$ cat src/rtl/xbar_cnf_pkg.sv
package xbar_cnf_pkg;

  typedef enum logic {
    ORIENT_TOP = 1'b0,
    ORIENT_BOT = 1'b1
  } orient_e;

  // smallest r with r*r >= v
  function automatic int ceil_sqrt(input int v);
    int r;
    r = 1;
    for (int i = 1; i <= v; i++) begin
      if (r * r < v) r = i + 1;
    end
    return r;
  endfunction

  function automatic int ceil_div(input int a, input int b);
    return (a + b - 1) / b;
  endfunction

endpackage

$ cat src/rtl/xbar_rst_sync.sv
module xbar_rst_sync #(
  parameter int STAGES = 2
) (
  input  logic clk,
  input  logic rst_n_i,
  output logic rst_n_o
);

  logic [STAGES-1:0] sync_q;

  always_ff @(posedge clk or negedge rst_n_i) begin
    if (!rst_n_i) sync_q <= '0;
    else          sync_q <= {sync_q[STAGES-2:0], 1'b1};
  end

  assign rst_n_o = sync_q[STAGES-1];

endmodule

$ cat src/rtl/xbar_clause_layout.sv
// Builds the cell matrix of one OR clause in either orientation.
module xbar_clause_layout
  import xbar_cnf_pkg::*;
#(
  parameter int      S      = 9,
  parameter orient_e ORIENT = ORIENT_TOP,
  localparam int GCOLS = ceil_sqrt(S),
  localparam int GROWS = ceil_div(S, GCOLS),
  localparam int COLS  = GCOLS + 1,
  localparam int ROWS  = GROWS + 1
) (
  input  logic [S-1:0]         lits_i,
  output logic [ROWS*COLS-1:0] cells_o
);

  for (genvar r = 0; r < ROWS; r++) begin : g_row
    localparam bit ROUTE_ROW = (ORIENT == ORIENT_TOP) ? (r == ROWS - 1) : (r == 0);
    localparam int LROW      = (ORIENT == ORIENT_TOP) ? r : r - 1;
    for (genvar c = 0; c < COLS; c++) begin : g_col
      localparam int LIDX = LROW * GCOLS + (c - 1);
      if (ROUTE_ROW) begin : g_route
        if (c == 0) begin : g_cut
          assign cells_o[r*COLS+c] = 1'b0;
        end else begin : g_link
          assign cells_o[r*COLS+c] = 1'b1;
        end
      end else if (c == 0) begin : g_spine
        assign cells_o[r*COLS+c] = 1'b1;
      end else if (LIDX < S) begin : g_lit
        assign cells_o[r*COLS+c] = lits_i[LIDX];
      end else begin : g_pad
        assign cells_o[r*COLS+c] = 1'b0;
      end
    end
  end

endmodule

$ cat src/rtl/xbar_reach.sv
// Reachability from one row wire to another through closed cells.
module xbar_reach #(
  parameter int ROWS  = 4,
  parameter int COLS  = 4,
  parameter int ENTRY = 0,
  parameter int EXIT  = 3,
  localparam int STEPS = ROWS + COLS
) (
  input  logic [ROWS*COLS-1:0] cells_i,
  input  logic                 entry_i,
  output logic                 exit_o
);

  logic [ROWS-1:0] row_live;
  logic [COLS-1:0] col_live;

  always_comb begin
    row_live        = '0;
    row_live[ENTRY] = entry_i;
    col_live        = '0;
    for (int k = 0; k < STEPS; k++) begin
      for (int c = 0; c < COLS; c++) begin
        for (int r = 0; r < ROWS; r++) begin
          if (row_live[r] && cells_i[r*COLS+c]) col_live[c] = 1'b1;
        end
      end
      for (int r = 0; r < ROWS; r++) begin
        for (int c = 0; c < COLS; c++) begin
          if (col_live[c] && cells_i[r*COLS+c]) row_live[r] = 1'b1;
        end
      end
    end
    exit_o = row_live[EXIT];
  end

endmodule

$ cat src/rtl/xbar_cnf_seq.sv
// Walks the clause chain one clause per cycle.
module xbar_cnf_seq #(
  parameter int N = 4,
  parameter int S = 9,
  localparam int IW = (N > 1) ? $clog2(N) : 1,
  localparam int W  = N * S
) (
  input  logic          clk,
  input  logic          rst_n,
  input  logic          start_i,
  input  logic [W-1:0]  lits_i,
  input  logic          exit_i,
  output logic [IW-1:0] idx_o,
  output logic          carry_o,
  output logic [S-1:0]  clause_o,
  output logic          done_o,
  output logic          result_o
);

  logic          run_q, run_d;
  logic [IW-1:0] idx_q, idx_d;
  logic          carry_q, carry_d;
  logic          done_q, done_d;
  logic          result_q, result_d;
  logic [W-1:0]  snap_q;
  logic          snap_en;
  logic          last;
  logic          any_empty;

  assign last = (idx_q == IW'(N - 1));

  always_comb begin
    run_d    = run_q;
    idx_d    = idx_q;
    carry_d  = carry_q;
    done_d   = 1'b0;
    result_d = result_q;
    snap_en  = 1'b0;
    if (!run_q) begin
      if (start_i) begin
        run_d   = 1'b1;
        idx_d   = '0;
        carry_d = 1'b1;
        snap_en = 1'b1;
      end
    end else begin
      carry_d = exit_i;
      idx_d   = idx_q + 1'b1;
      if (last) begin
        run_d    = 1'b0;
        idx_d    = '0;
        done_d   = 1'b1;
        result_d = exit_i;
      end
    end
  end

  always_ff @(posedge clk or negedge rst_n) begin
    if (!rst_n) begin
      run_q    <= 1'b0;
      idx_q    <= '0;
      carry_q  <= 1'b0;
      done_q   <= 1'b0;
      result_q <= 1'b0;
    end else begin
      run_q    <= run_d;
      idx_q    <= idx_d;
      carry_q  <= carry_d;
      done_q   <= done_d;
      result_q <= result_d;
    end
  end

  always_ff @(posedge clk) begin
    if (snap_en) snap_q <= lits_i;
  end

  assign idx_o    = idx_q;
  assign carry_o  = carry_q;
  assign clause_o = snap_q[idx_q*S +: S];
  assign done_o   = done_q;
  assign result_o = result_q;

  always_comb begin
    any_empty = 1'b0;
    for (int k = 0; k < N; k++) begin
      if (snap_q[k*S +: S] == '0) any_empty = 1'b1;
    end
  end

  AST_DONE_ONE_CYCLE: assert property (@(posedge clk) disable iff (!rst_n)
    done_q |=> !done_q);
  AST_DONE_AFTER_LAST: assert property (@(posedge clk) disable iff (!rst_n)
    done_q |-> $past(run_q && last));
  AST_IDX_IN_RANGE: assert property (@(posedge clk) disable iff (!rst_n)
    run_q |-> (idx_q <= IW'(N - 1)));
  AST_SNAP_FROZEN: assert property (@(posedge clk) disable iff (!rst_n)
    (run_q && !last) |=> $stable(snap_q));
  AST_EMPTY_FORCES_ZERO: assert property (@(posedge clk) disable iff (!rst_n)
    (done_q && any_empty) |-> !result_q);
  AST_EXIT_NEEDS_LIT: assert property (@(posedge clk) disable iff (!rst_n)
    (run_q && exit_i) |-> (carry_q && (clause_o != '0)));
  AST_EXIT_WHEN_LIT: assert property (@(posedge clk) disable iff (!rst_n)
    (run_q && carry_q && (clause_o != '0)) |-> exit_i);
  AST_RESULT_HELD: assert property (@(posedge clk) disable iff (!rst_n)
    !done_q |-> $stable(result_q));

endmodule

$ cat src/rtl/xbar_cnf_eval.sv
module xbar_cnf_eval
  import xbar_cnf_pkg::*;
#(
  parameter int N_CLAUSES = 4,
  parameter int LITS      = 9,
  localparam int IW    = (N_CLAUSES > 1) ? $clog2(N_CLAUSES) : 1,
  localparam int GCOLS = ceil_sqrt(LITS),
  localparam int ROWS  = ceil_div(LITS, GCOLS) + 1,
  localparam int COLS  = GCOLS + 1
) (
  input  logic                      clk,
  input  logic                      rst_n,
  input  logic                      start,
  input  logic [N_CLAUSES*LITS-1:0] lits,
  output logic                      done,
  output logic                      result
);

  logic                 rst_n_s;
  logic [IW-1:0]        idx;
  logic                 carry;
  logic [LITS-1:0]      clause;
  logic [ROWS*COLS-1:0] cells_top;
  logic [ROWS*COLS-1:0] cells_bot;
  logic                 exit_top;
  logic                 exit_bot;
  logic                 exit_sel;

  xbar_rst_sync #(.STAGES(2)) rst_sync_i (
    .clk     (clk),
    .rst_n_i (rst_n),
    .rst_n_o (rst_n_s)
  );

  xbar_clause_layout #(.S(LITS), .ORIENT(ORIENT_TOP)) lay_top_i (
    .lits_i  (clause),
    .cells_o (cells_top)
  );

  xbar_clause_layout #(.S(LITS), .ORIENT(ORIENT_BOT)) lay_bot_i (
    .lits_i  (clause),
    .cells_o (cells_bot)
  );

  // top-entry: inject row 0, sense last row
  xbar_reach #(.ROWS(ROWS), .COLS(COLS), .ENTRY(0), .EXIT(ROWS - 1)) reach_top_i (
    .cells_i (cells_top),
    .entry_i (carry),
    .exit_o  (exit_top)
  );

  // bottom-entry: inject last row, sense row 0
  xbar_reach #(.ROWS(ROWS), .COLS(COLS), .ENTRY(ROWS - 1), .EXIT(0)) reach_bot_i (
    .cells_i (cells_bot),
    .entry_i (carry),
    .exit_o  (exit_bot)
  );

  // even index = odd-numbered clause = top-entry
  assign exit_sel = idx[0] ? exit_bot : exit_top;

  xbar_cnf_seq #(.N(N_CLAUSES), .S(LITS)) seq_i (
    .clk      (clk),
    .rst_n    (rst_n_s),
    .start_i  (start),
    .lits_i   (lits),
    .exit_i   (exit_sel),
    .idx_o    (idx),
    .carry_o  (carry),
    .clause_o (clause),
    .done_o   (done),
    .result_o (result)
  );

endmodule

$ cat config.mk
export PLATFORM = sky130hd
export DESIGN_NAME = xbar_cnf_eval
export DESIGN_NICKNAME = d
export VERILOG_FILES = /design/src/rtl/xbar_cnf_pkg.sv /design/src/rtl/xbar_rst_sync.sv /design/src/rtl/xbar_clause_layout.sv /design/src/rtl/xbar_reach.sv /design/src/rtl/xbar_cnf_seq.sv /design/src/rtl/xbar_cnf_eval.sv
export SDC_FILE = /design/constraint.sdc
export NUM_CORES = 1
export LEC_CHECK = 0
export ABC_AREA = 1
export BUFFER_PORTS_ARGS = -buffer_cell sky130_fd_sc_hd__buf_2
export CORE_MARGIN = 4
export CORE_UTILIZATION = 40
export CTS_CLUSTER_DIAMETER = 150
export DETAILED_ROUTE_END_ITERATION = 16
export SYNTH_ARGS = -nofsm -noshare
export SYNTH_HDL_FRONTEND = slang
export SYNTH_SLANG_ARGS = --single-unit
$ cat constraint.sdc
create_clock -name clk -period 0.8 [get_ports clk]
set_clock_uncertainty 0.05 [all_clocks]
set_input_delay 0.16 -clock clk [delete_from_list [all_inputs] [get_ports clk]]
set_output_delay 0.16 -clock clk [all_outputs]
set_load 0.005 [all_outputs]
### Word level (Yosys, flattened, before mapping)

Cells that the tools add are included.

| cells by class | value |
|---|---|
| muxes and demuxes | 435 |
| add/sub/neg operators | 1 |
| equal/unequal tests | 1 |
| multiply operators | 1 |
| shift operators | 1 |
| reductions and logical operators | 260 |

Operators by type and width:

| kind | count |
|---|---|
| 2-to-1 mux 1 bit | 432 |
| logical AND 1 bit | 258 |
| indexed part select 36 x 7 -> 9 bit | 1 |
| multiplier 2 x 4 -> 6 bit (second input constant) | 1 |
| 2-to-1 mux 2 bit | 3 |
| adder 2 x 1 -> 2 bit (second input constant) | 1 |
| equality test 2 bit (second input constant) | 1 |
| AND reduction 2 bit | 1 |
| nonzero test 2 bit | 1 |

| word-level totals | value |
|---|---|
| word-level logic and storage cells | 706 |
| flip-flop bits (word level) | 44 |
| output and inout port bits | 2 |
| input bits | 39 |

### Longest topological paths before layout

Gate-level depths: netlist (run 1).

| depth | value |
|---|---|
| depth after elaboration | 72 |
| gate-level depth with buffers | 10 |
| depth with buffers taken out | 9 |

### Cells and area by module

Synthesis (run 1) repeated with hierarchy kept, for this count alone.

| unflattened totals | value |
|---|---|
| cell total of the unflattened synthesis | 435 |
| area total of the unflattened synthesis | 3104.2 sq um |

By module, submodules not included:

| module | seq. area each (sq um) | instances | area each (sq um) | cells each |
|---|---|---|---|---|
| xbar_cnf_seq | 1231.2 | 1 | 1744.2 | 168 |
| xbar_reach (reach_top_i) | 0.0 | 1 | 530.5 | 112 |
| xbar_reach (reach_bot_i) | 0.0 | 1 | 505.5 | 112 |
| xbar_clause_layout | 0.0 | 2 | 127.6 | 18 |
| xbar_rst_sync | 50.0 | 1 | 53.8 | 3 |
| xbar_cnf_eval | 0.0 | 1 | 15.0 | 4 |

### Worst setup path after synthesis (run 1)

OpenSTA, ideal clock, no wires.

| timing | value |
|---|---|
| kind | reg2reg |
| from | reg seq_i.run_q |
| to | reg seq_i.snap_q[0], enable pin |
| arrival | 1.957 ns |
| clock period less this slack | 2.437 ns |
| library setup time | 0.430 ns |
| slack | -1.637 ns |
| buffers on the path | 0 |
| stages on the path, launching flop included | 2 |
| required time | 0.320 ns |
| path through | dfrtp_1 -> nor2_1 |

| on the way | value |
|---|---|
| longest elaborated chain between the ends | 1 |

Ends and longest elaborated chain:

| what | line | text |
|---|---|---|
| start: declaration | xbar_cnf_seq.sv:20 | `logic run_q, run_d;` |
| start signal: assignment | xbar_cnf_seq.sv:66 | `run_q <= run_d;` |
| 2-to-1 mux 1 bit | xbar_cnf_seq.sv:39 | `if (!run_q) begin` |
| via seq_i.snap_en | xbar_cnf_seq.sv:26 | `logic snap_en;` |
| end signal: assignment | xbar_cnf_seq.sv:75 | `if (snap_en) snap_q <= lits_i;` |
| end: declaration | xbar_cnf_seq.sv:25 | `logic [W-1:0] snap_q;` |

The timed path passes the listed nets, and every way through them passes these cells.
A chain may end at the register's enable or synchronous reset.

### Final worst setup path (run 1)

| timing | value |
|---|---|
| from | reg seq_i.idx_q[0], in the netlist seq_i.idx_o[0] |
| to | reg seq_i.result_q, in the netlist seq_i.result_o |

| on the way | value |
|---|---|
| longest elaborated chain between the ends | 71 |
| elaborated cells between the ends (all ways) | 683 |
| classes of those cells | 1 x mul; 1 x eq/ne; 1 x shift; 421 x mux; 259 x reduce/logical |

Ends and longest elaborated chain:

| what | line | text |
|---|---|---|
| start: declaration | xbar_cnf_seq.sv:21 | `logic [IW-1:0] idx_q, idx_d;` |
| start signal: assignment | xbar_cnf_seq.sv:67 | `idx_q <= idx_d;` |
| multiplier 2 x 4 -> 6 bit | xbar_cnf_seq.sv:80 | `assign clause_o = snap_q[idx_q*S +: S];` |
| indexed part select 36 x 7 -> 9 bit | xbar_cnf_seq.sv:80 |  |
| logical AND 1 bit | xbar_reach.sv:24 | `if (row_live[r] && cells_i[r*COLS+c]) col_live[c] = 1'b1;` |
| 2-to-1 mux 1 bit | xbar_reach.sv:24 |  |
| logical AND 1 bit | xbar_reach.sv:29 | `if (col_live[c] && cells_i[r*COLS+c]) row_live[r] = 1'b1;` |
| 2-to-1 mux 1 bit (3 in series) | xbar_reach.sv:29 |  |
| logical AND 1 bit | xbar_reach.sv:24 |  |
| 2-to-1 mux 1 bit (4 in series) | xbar_reach.sv:24 |  |
| (+40 left out) | -- |  |
| logical AND 1 bit | xbar_reach.sv:24 |  |
| 2-to-1 mux 1 bit (4 in series) | xbar_reach.sv:24 |  |
| logical AND 1 bit | xbar_reach.sv:29 |  |
| 2-to-1 mux 1 bit (3 in series) | xbar_reach.sv:29 |  |
| logical AND 1 bit | xbar_reach.sv:24 |  |
| 2-to-1 mux 1 bit (4 in series) | xbar_reach.sv:24 |  |
| 2-to-1 mux 1 bit (3 in series) | xbar_reach.sv:29 |  |
| 2-to-1 mux 1 bit | xbar_cnf_eval.sv:60 | `assign exit_sel = idx[0] ? exit_bot : exit_top;` |
| end signal: assignment | xbar_cnf_seq.sv:70 | `result_q <= result_d;` |
| end: declaration | xbar_cnf_seq.sv:24 | `logic result_q, result_d;` |

Several ways; a longest one is shown, not always the timed one.

==> results, run 1 <==
- Of the synthesized area, sequential elements account for between 70 and 80%.
- For this block, the initial DRC count from the detailed router was 64.
- In this run, CTS created clock tree buffers numbering 5.
- The overall via count from detail_route is 1343.
- The number of endpoints with negative hold slack in the final report came to 0.
- The die outline width is ~73 um.
- The layout net count is 280.
- The wire length per cell after detailed routing is approximately 14 um.
- The critical path startpoint category is a flop.
- The data arrival time of the critical path is between 1.5 and 2 ns.
- Synthesis inferred 44 register bits.
- The share of the core filled with cells is about two thirds.
- The number of core rows is 23.
- Entering global routing, the biggest net connects 16 pins.
- In this run the power density over the cells is just under 3000 nW/um2.
- The area of the multi-input gates is ~400 um2.
- At the end of routability-driven placement, the weighted congestion stood at 0.908.
- The worst flop-to-flop path endpoint is seq_i.result_o.
- The global-route usage over all layers is about 17%.
- The count of non-filler cells in the finished layout is 292.
- The maximum net fanout on the critical path is 7.
- For the worst flop-to-flop path, the logic depth is 10.
- The post-placement cell count is 239.
- The required time of the critical path is roughly 0.94 ns.
- Measured along the y axis, the die boundary spans 73.3 um.
- The pre-CTS worst setup slack is -0.604 ns.
- For the finished layout, the period the worst path requires is 1.40 ns.
- The number of antenna violations at the first check in global routing came to 0.
- The cell count after synthesis is around 140.
- The core region area is 4060 um2.
- After detailed routing, the number of vias per cell comes to about 4.6.
- The final reports fail on negative setup slack.
- The clock tree from TritonCTS is yes.
- The final number of max-transition violations was 0.
- The clock-pin slew on the worst setup and hold paths is about 0.08 ns.
- The number of port buffers is 40.
- The wire length of the first global-routing pass is ~6.6 mm.
- The fraction of the cycle the final worst path needs is 175%.
- The clock drives 44 sinks.
- The final setup violation count is 52.
- Counting the fill cells in the layout gives a little over 300.
- Across the whole layout, storage elements account for 1280 um2.
- The number of global-route vias before repair is about 1500.
- In this run the remaining antenna-violating nets after routing total 0.
- After detailed routing, the number of remaining DRC violations is 0.
- The top cell types in the final layout, fill and taps aside, are 45 x nand2_1, 38 x buf_2, 36 x edfxtp_1.
- The critical path capture point is seq_i.result_o.
- The average cell area after synthesis is between 10 and 15 um2.
- The library cell used most frequently in the layout, excluding fill and tap cells, is nand2_1.
- Timing would allow up to around 710 MHz.
- The critical path's largest stage delay is roughly 0.42 ns.
- The type of the most critical hold path is flop to asynchronous set/reset pin.
- The number of warnings issued by yosys is 0.
- Summed over all nets, the half-perimeter wirelength after detailed placement is around 2.4 mm.
- The final layout contains routed wiring with a total length of approximately 4.0 mm.
- The clock latency on the worst-skew pair is ~0.30 ns.
- The launching element of the worst setup path is seq_i.idx_o[0].
- Across the VDD grid, the largest voltage drop is between 0.001 and 0.0015 V.
- The first TritonRoute pass finished after 4 iterations.
- The netlist area before placement is roughly 1700 um2.
- Max-cap violations in this run came to 0.
- In the post-route analysis, the smallest setup slack over all paths is -0.602 ns.
- The start of the worst register-to-register path is seq_i.idx_o[0].
- Hold timing on the final database bottoms out at a slack of between 0.06 and 0.07 ns.
- Cells with a size suffix above 1 make up 32.0% of the layout.
- The root buffer cell is clkbuf_8.
- Setup repair after global routing could not meet its margin everywhere.
- The die covers roughly 5400 um2.
- Relative to the synthesized area, the layout overhead comes to 60.1%.
- Synthesis instantiated 17 different standard cells from the library.
- Pin placement for this block handled 41 I/O pins.
- The most numerous cell type found on the critical path is nand2_1.
- The leakage power figure is around 1.2 nW.
- The flow ran to the end, but the final reports show violations.
- The total negative setup slack is -17.57 ns.
- The clock passes through at most 2 buffers.
- The critical path's slowest cell is dfrtp_2.
- The count of H-tree levels built during CTS is 2.
- The setup check on the worst reg-to-reg path leaves a slack of -0.60 ns.
- The number of nets produced by synthesis is approximately 180.
- The initial core utilization is 42.0%.
- Summed over all layers, the global routing overflow is 0.
- The type of the worst setup path is flop to flop.
- The signal on the critical path passes through inv_2 > buf_6 > nand2_2 > nand3_2 > nand2_1 > nand2_1 > nor2_1 > nand3_1 > nand2_1 > o21ai_1.
- STA classifies the critical path endpoint as a flop.
-- area by class of cell --
cell class | count | share of cell area, %
repair buffers | 95 | 30.8
clock inverters | 3 | 1.70
inverters | 6 | 0.917
well taps | 50 | 2.29
flip-flops and latches | 44 | 47.0
multi-input cells | 88 | 14.6
clock buffers | 5 | 2.52
diodes | 1 | 0.0917
-- power breakdown --
part	total [mW]	switching (mW)	internal (mW)
sequential	3.13	0.196	2.94
clock	1.72	0.782	0.940
combinational	3.06	1.50	1.56
-- cells in the mapped netlist, drive strengths merged --
cell type / number / area share [%]
ha: 1 / 0.73
a21oi: 1 / 0.29
o21ai: 5 / 1.5
o211ai: 1 / 0.44
nand2: 48 / 11
edfxtp: 36 / 63
nand3: 13 / 3.8
buf: 4 / 1.7
conb: 1 / 0.22
dfrtp: 8 / 12
nor2: 16 / 3.5
inv: 6 / 1.3
or2: 2 / 0.73
-- registers in the layout (all words and copies together), names as in the netlist --
| name | flops |
|---|---|
| seq_i.snap_q | 36 |
| seq_i.result_o | 1 |
| rst_sync_i.sync_q | 2 |
| seq_i.run_q | 1 |
| seq_i.carry_o | 1 |
| seq_i.done_o | 1 |
| seq_i.idx_o | 2 |
-- metal layers --
layer | GRT usage, % | part of all wire, % | vias up
li1 | - | - | 671
met1 | 19.2 | 40 | 636
met2 | 29.5 | 55 | 27
met3 | 3.69 | 3.1 | 9
met4 | 10.2 | 2.3 | 0
met5 | 0 | 0 | -
-- cells by family after synthesis --
family	after synthesis	share of synthesized area, %
and+or+nand+nor	79	18.6
DFF	44	75.2
buffers and inverters	10	3.01
AOI/OAI and AO/OA	7	2.20
adders and majority gates	1	0.734
other	1	0.220
-- critical path, delay by kind of cell, from the launching register on --
| family | cells | cell delay, ns |
|---|---|---|
| buffers and inverters | 2 | 0.20 |
| AND/OR/NAND/NOR | 7 | 0.55 |
| AO/OA/AOI/OAI | 1 | 0.06 |
| flip-flops | 1 | 0.42 |
-- repair_timing --
| action | in CTS | in global routing |
|---|---|---|
| cloned | 3 | 2 |
| pin swaps | 5 | 2 |
| hold buffers | 37 | 0 |
| setup endpoints to repair | 44 | 53 |
| resized for setup | 9 | 12 |
| setup buffers | 6 | 1 |
| hold endpoints to repair | 38 | 0 |
-- worst min-delay path by stage --
stage	start	end	slack [ns]	cells past startpoint
2_1_floorplan	rst_n	rst_sync_i.sync_q[0]	-0.19	0
3_3_place_gp	rst_n	rst_sync_i.sync_q[0]	-0.11	1
3_5_place_dp	rst_n	rst_sync_i.sync_q[1]	-0.10	1
4_1_cts	start	seq_i.run_q	0.06	3
5_1_grt	start	seq_i.run_q	0.08	3
6_report	rst_sync_i.sync_q[1]	seq_i.done_o	0.06	0
-- per-stage QoR --
stage,area [um2],total power [mW]
after floorplan,1720,4.60
after global placement,2060,5.35
after detailed placement,2060,5.44
after CTS,2700,7.85
after global routing,2730,8.47
final,2730,7.91
Power figures use the tool's default switching activity.
==> inputs of run 2 (changes only) <==
- CORE_ASPECT_RATIO: default -> 0.75
==> run 2 against run 1 <==
Net effect:
- the run still ends with negative setup slack left
- via count shrank 3.1%
- first-iteration DRC count grew 9.4%
- critical path depth shrank 3
- sequential share of layout area grew 0.79 points
- non-clock buffer count shrank 2
- setup slack gained 0.0045 ns
- count of clock-buffer cells in the layout grew 1
- cell count grew 0.68%
- critical path type unchanged
- largest power group unchanged
==> results, run 2 (same netlist as run 1, synthesis figures left out) <==
- The fraction of the cycle the final worst path needs is 175% (about the same).
- The data arrival time of the critical path was 1.53 ns (was 1.54 ns).
- The layout net count is 278 (was 280).
- The start of the worst register-to-register path was seq_i.idx_o[0] (unchanged).
- The register ranked first by flip-flop count is seq_i.snap_q (unchanged).
- Outcome: complete, but fails checks (unchanged).
- The maximum number of pins on one net before global-route repair is 17 (was 16).
- The commonest non-fill, non-tap cell in the layout is nand2_1 (unchanged).
- The layout-stage area growth over the synthesis result is 57.4% (was 60.1%).
- The root buffer cell is clkbuf_8 (unchanged).
- The wire length per cell after detailed routing is 12.7 um (was 13.8 um).
- The worst hold margin is 0.0449 ns (was 0.0631 ns).
- The number of antenna violations at the first check in global routing is 0 (unchanged).
- The count of H-tree levels built during CTS is 2 (unchanged).
- The global-route usage over all layers is 16.5% (was 17.1%).
- The die area was 5380 um2 (was 5370 um2).
- The clock-pin slew on the worst setup and hold paths is 0.08 ns (about the same).
- The global placement routability congestion is 0.834 (was 0.908).
- Unrepaired setup endpoints after global routing: true (unchanged).
- The leakage power figure is 1.16 nW (was 1.20 nW).
- The final number of max-transition violations is 0 (unchanged).
- The detailed-routing iteration count for the pre-antenna-repair pass is 4 (unchanged).
- The fraction of final layout cells sized beyond drive strength 1 is 32.6% (was 32.0%).
- Commonest cells after routing, fill and taps aside: 43 x nand2_1, 37 x buf_2, 36 x edfxtp_1 (was 45 x nand2_1, 38 x buf_2, 36 x edfxtp_1).
- The number of maximum-capacitance constraint violations is 0 (unchanged).
- The clock tree from TritonCTS is yes (unchanged).
- The final antenna diode count is 0 (was 1).
- The number of endpoints with negative hold slack in the final report was 0 (unchanged).
- The type of the most critical hold path was flop to asynchronous set/reset pin (unchanged).
- The overall via count from detail_route is 1301 (was 1343).
- The count of filler cells inserted in the layout is 306 (was 302).
- The maximum root-to-sink buffer count is 2 (unchanged).
- The maximum net fanout on the critical path was 7 (unchanged).
- The number of primary I/O pins came to 41 (unchanged).
- The final setup violation count is 52 (unchanged).
- The die height was 64.5 um (was 73.3 um).
- The final HPWL from detailed placement came to 2.26 mm (was 2.37 mm).
- The count of routing violations after the opening detailed-route iteration is 70 (was 64).
- The required time of the critical path is 0.93 ns (was 0.94 ns).
- The number of port buffers is 40 (unchanged).
- The worst supply voltage drop on vdd came to 0.00136 V (was 0.00141 V).
- The remaining antenna violation count is 0 (unchanged).
- The clock latency on the worst-skew pair is 0.30 ns (about the same).
- The final critical path time including I/O delays and setup is 1.40 ns (about the same).
- The total negative setup slack is -15.12 ns (was -17.57 ns).
- The core region area came to 4080 um2 (was 4060 um2).
- The clock sink count is 44 (unchanged).
- The global route total overflow is 0 (unchanged).
- The worst-case setup margin in the final layout is -0.598 ns (was -0.602 ns).
- The number of buffers added by the clock tree synthesis step is 5 (unchanged).
- The launching element of the worst setup path is seq_i.idx_o[0] (unchanged).
- The die outline width was 83.4 um (was 73.3 um).
- The critical path startpoint category is a flop (unchanged).
- The wire length of the first global-routing pass came to 6.82 mm (was 6.60 mm).
- The type of the worst setup path is flop to flop (unchanged).
- The maximum frequency from static timing analysis was 715 MHz (was 713 MHz).
- The sort of element at the end of the critical path is a flop (unchanged).
- The number of global-route vias before repair was 1415 (was 1488).
- The number of flip-flops under the largest register name is 36 (unchanged).
- The number of remaining DRC errors is 0 (unchanged).
- The routed wire length is 3.74 mm (was 4.04 mm).
- The initial core utilization is 41.8% (was 42.0%).
- The number of core rows is 20 (was 23).
- Violations in the final reports: negative setup slack (unchanged).
- The power density over the cells was 2910 nW/um2 (was 2900 nW/um2).
- The post-detailed-route via-to-cell ratio is 4.43 (was 4.60).
run 2: layout make-up:
class | count | area, um2 | area share, %
Multi-Input combinational cell | 88 | 418 | 15.6
Tap cell | 55 | 68.8 | 2.57
Inverter | 6 | 27.5 | 1.03
Timing Repair Buffer | 93 | 778 | 29.0
Clock buffer | 6 | 72.6 | 2.71
Clock inverter | 2 | 35.0 | 1.31
Sequential cell | 44 | 1280 | 47.8
run 2: repair_timing:
action / 4_1_cts / 5_1_grt
gates resized for setup: 19 / 10
pin swaps: 14 / 4
cloned: 3 / 0
hold buffers: 36 / 1
endpoints found under the hold margin: 37 / 1
endpoints found under the setup margin: 44 / 50
buffers inserted: 6 / 2
run 2: per-stage QoR:
step	worst slack (ns)	total power, mW	std cells	util, %	instance area [um2]
global route	-0.723	8.44	294	65.8	2680
CTS	-0.608	7.86	296	65.9	2690
finish	-0.598	7.81	294	65.8	2680
global placement	-0.577	5.48	245	51.4	2100
detailed placement	-0.593	5.54	245	51.4	2100
floorplan	-0.636	4.60	142	-	1720
run 2: metal layers:
metal | global-route usage (%) | part of all wire [%]
met1 | 20.9 | 45
met2 | 25.8 | 49
met3 | 6.86 | 5.4
met4 | 5.51 | 0.75
met5 | 0 | 0
run 2: critical path: stages, from the launching register on:
cell and delay [ns]:
dfrtp_2 0.45, buf_4 0.18, o211ai_1 0.18, nand2_1 0.07
nor2_1 0.11, nand3_1 0.10, nand2_2 0.08, a21oi_2 0.06
run 2: power breakdown:
| group | total (mW) | switching, mW | leakage, nW | internal [mW] |
|---|---|---|---|---|
| clock network | 1.66 | 0.729 | 0.0552 | 0.927 |
| registers | 3.16 | 0.219 | 0.420 | 2.94 |
| logic | 3.00 | 1.47 | 0.689 | 1.52 |
run 2: path summary, 6_finish.rpt:
kind | cells after the start | to | slack [ns]
min in group clk | 2 | seq_i.snap_q[32] | 0.18
max in group asynchronous | 0 | seq_i.idx_o[0] | 0.43
hold / removal | 0 | seq_i.idx_o[0] | 0.04
hold reg to reg | 0 | seq_i.idx_o[0] | 0.04
setup reg to reg | 7 | seq_i.carry_o | -0.60
setup / recovery | 7 | seq_i.carry_o | -0.60
==> inputs of run 3 (changes only) <==
- TNS_END_PERCENT: default -> 20
==> run 3 against run 2 <==
Net effect:
- the flow still finishes with violations (negative setup slack)
- die area is the same
- global-route usage grew 0.66 points
- cell area grew 7.8%
- sequential cell count is the same
- via count grew 9.0%
- sequential power is essentially flat
- critical path depth grew 3
- first-iteration DRC count shrank 16%
- total power grew 6.0%
- critical endpoint is now seq_i.result_o
- largest cell class unchanged
==> results, run 3 (same netlist as run 1, synthesis figures left out) <==
- The wire length per cell after detailed routing came to 14.9 um (was 12.7 um).
- Commonest cells after routing, fill and taps aside: 40 x buf_2, 36 x edfxtp_1, 34 x nand2_1 (was 43 x nand2_1, 37 x buf_2, 36 x edfxtp_1).
- The worst reg-to-reg setup slack is -0.70 ns (was -0.60 ns).
- The detailed-routing iteration count for the pre-antenna-repair pass is 4 (unchanged).
- The layout net count was 284 (was 278).
- The fraction of the cycle the final worst path needs was 187% (was 175%).
- The met2 routed wirelength came to 2.20 mm (was 1.82 mm).
- The final setup violation count was 44 (was 52).
- The launching element of the worst setup path is seq_i.idx_o[0] (unchanged).
- The die height is 64.5 um (unchanged).
- The count of routing violations after the opening detailed-route iteration was 59 (was 70).
- Outcome: complete, but fails checks (unchanged).
- The number of primary I/O pins was 41 (unchanged).
- The wire length of the first global-routing pass is 7.04 mm (was 6.82 mm).
- The number of remaining DRC errors is 0 (unchanged).
- Violations in the final reports: negative setup slack (unchanged).
- The start of the worst register-to-register path is seq_i.idx_o[0] (unchanged).
- The power density over the cells is 2860 nW/um2 (was 2910 nW/um2).
- The clock latency on the worst-skew pair is 0.30 ns (about the same).
- The data arrival time of the critical path is 1.64 ns (was 1.53 ns).
- The count of H-tree levels built during CTS is 2 (unchanged).
- The sum of routed wire segments on met1 is 1.91 mm (was 1.69 mm).
- The global route total overflow is 0 (unchanged).
- The placed instance area is 2060 um2 (was 2100 um2).
- The worst-case setup margin in the final layout was -0.699 ns (was -0.598 ns).
- The maximum number of pins on one net before global-route repair is 16 (was 17).
- The critical path startpoint category is a flop (unchanged).
- The global placement routability congestion came to 0.787 (was 0.834).
- The final HPWL from detailed placement is 2.33 mm (was 2.26 mm).
- The total power was 8.27 mW (was 7.81 mW).
- The die area was 5380 um2 (unchanged).
- The sort of element at the end of the critical path is a flop (unchanged).
- The number of cells on the worst reg-to-reg path is 10 (was 7).
- The overall via count from detail_route is 1418 (was 1301).
- The die outline width is 83.4 um (unchanged).
- The highest routing layer actually used is met4 (unchanged).
- The required time of the critical path is 0.94 ns (was 0.93 ns).
- The remaining antenna violation count is 0 (unchanged).
- The fraction of final layout cells sized beyond drive strength 1 is 41.6% (was 32.6%).
- The register ranked first by flip-flop count is seq_i.snap_q (unchanged).
- The commonest non-fill, non-tap cell in the layout is buf_2 (was nand2_1).
- The final number of max-transition violations is 0 (unchanged).
- The maximum frequency from static timing analysis is 667 MHz (was 715 MHz).
- The maximum root-to-sink buffer count is 2 (unchanged).
- The initial core utilization came to 41.8% (unchanged).
- The clock-pin slew on the worst setup and hold paths is 0.08 ns (about the same).
- The layout-stage area growth over the synthesis result is 69.8% (was 57.4%).
- The clock tree from TritonCTS is yes (unchanged).
- The number of flip-flops under the largest register name is 36 (unchanged).
- The number of antenna violations at the first check in global routing is 0 (unchanged).
- The routed wire length is 4.47 mm (was 3.74 mm).
- The leakage power figure is 1.40 nW (was 1.16 nW).
- The type of the worst setup path is flop to flop (unchanged).
- The final critical path time including I/O delays and setup came to 1.50 ns (was 1.40 ns).
- The post-detailed-route via-to-cell ratio is 4.73 (was 4.43).
- The core region area is 4080 um2 (unchanged).
- The number of buffers added by the clock tree synthesis step is 5 (unchanged).
- The final standard cell area without fillers is 2890 um2 (was 2680 um2).
- Unrepaired setup endpoints after global routing: true (unchanged).
- The final antenna diode count is 0 (unchanged).
- The worst supply voltage drop on vdd is 0.00162 V (was 0.00136 V).
- The type of the most critical hold path is flop to asynchronous set/reset pin (unchanged).
- The worst flop-to-flop path endpoint is seq_i.result_o (was seq_i.carry_o).
- The global-route usage over all layers is 17.2% (was 16.5%).
- The share of the core filled with cells is 70.9% (was 65.8%).
- The maximum net fanout on the critical path was 7 (unchanged).
- The number of global-route vias before repair is 1468 (was 1415).
- The number of endpoints with negative hold slack in the final report was 0 (unchanged).
- The number of core rows is 20 (unchanged).
- The number of port buffers was 40 (unchanged).
- The clock sink count is 44 (unchanged).
- The detailed route wirelength on metal3 is 267 um (was 201 um).
- The total negative setup slack came to -16.42 ns (was -15.12 ns).
- The number of maximum-capacitance constraint violations came to 0 (unchanged).
- The root buffer cell is clkbuf_8 (unchanged).
## run 3: changes by cell type in the layout (fill, tap and decap cells not counted), moves of 5 or more
cell	change
nand2_4	+5
dlygate4sd3_1	-16
nand3_1	-6
nand3_2	+6
nand2_1	-9
dlymetal6s4s_1	+16
## run 3: worst max path at each step
| stage | end | slack, ns |
|---|---|---|
| floorplan | seq_i.snap_q[0] | -0.64 |
| global placement | seq_i.carry_o | -0.55 |
| detailed placement | seq_i.result_o | -0.60 |
| CTS | seq_i.result_o | -0.61 |
| global route | seq_i.result_o | -0.76 |
| finish | seq_i.result_o | -0.70 |
## run 3: stage by stage
step	std cells	worst slack (ns)	hold slack, ns
after floorplan	142	-0.636	-0.186
after global placement	243	-0.554	-0.105
after detailed placement	243	-0.595	-0.101
after CTS	295	-0.611	0.0656
after global routing	300	-0.763	0.0793
final	300	-0.699	0.0517
## run 3: routing by layer
layer | vias up | global-route usage [%]
met1 | 666 | 21.1
met2 | 62 | 27.5
met3 | 9 | 5.08
met5 | - | 0
li1 | 681 | -
met4 | 0 | 9.18
## run 3: critical path, stage by stage, from the launching register on
cell,delay (ns)
dfrtp_2,0.45
buf_8,0.16
buf_12,0.14
nand2_4,0.05
nand3_2,0.05
nand2_1,0.08
nand2_1,0.06
nor2_1,0.11
nand3_1,0.10
nand2_2,0.08
o21ai_1,0.06
## run 3: area by class of cell
type | count | area, um2
Sequential cell | 44 | 1280
Clock inverter | 3 | 13.8
Inverter | 6 | 25.0
Timing Repair Buffer | 99 | 928
Tap cell | 55 | 68.8
Clock buffer | 5 | 68.8
Multi-Input combinational cell | 88 | 505
Fill cell | 277 | 1190
## run 3: what timing repair did
action / 4_1_cts / 5_1_grt
gates resized for setup: 24 / 48
cloned: 3 / 1
endpoints found under the setup margin: 44 / 63
setup buffers: 5 / 4
hold buffers: 37 / 0
hold endpoints to repair: 38 / 0
pin swaps: 10 / 20
## run 3: power breakdown
group          switching [mW]  leakage (nW)  internal, mW
Clock                   0.744        0.0453         0.593
Sequential              0.220         0.420          2.94
Combinational            1.87         0.931          1.90
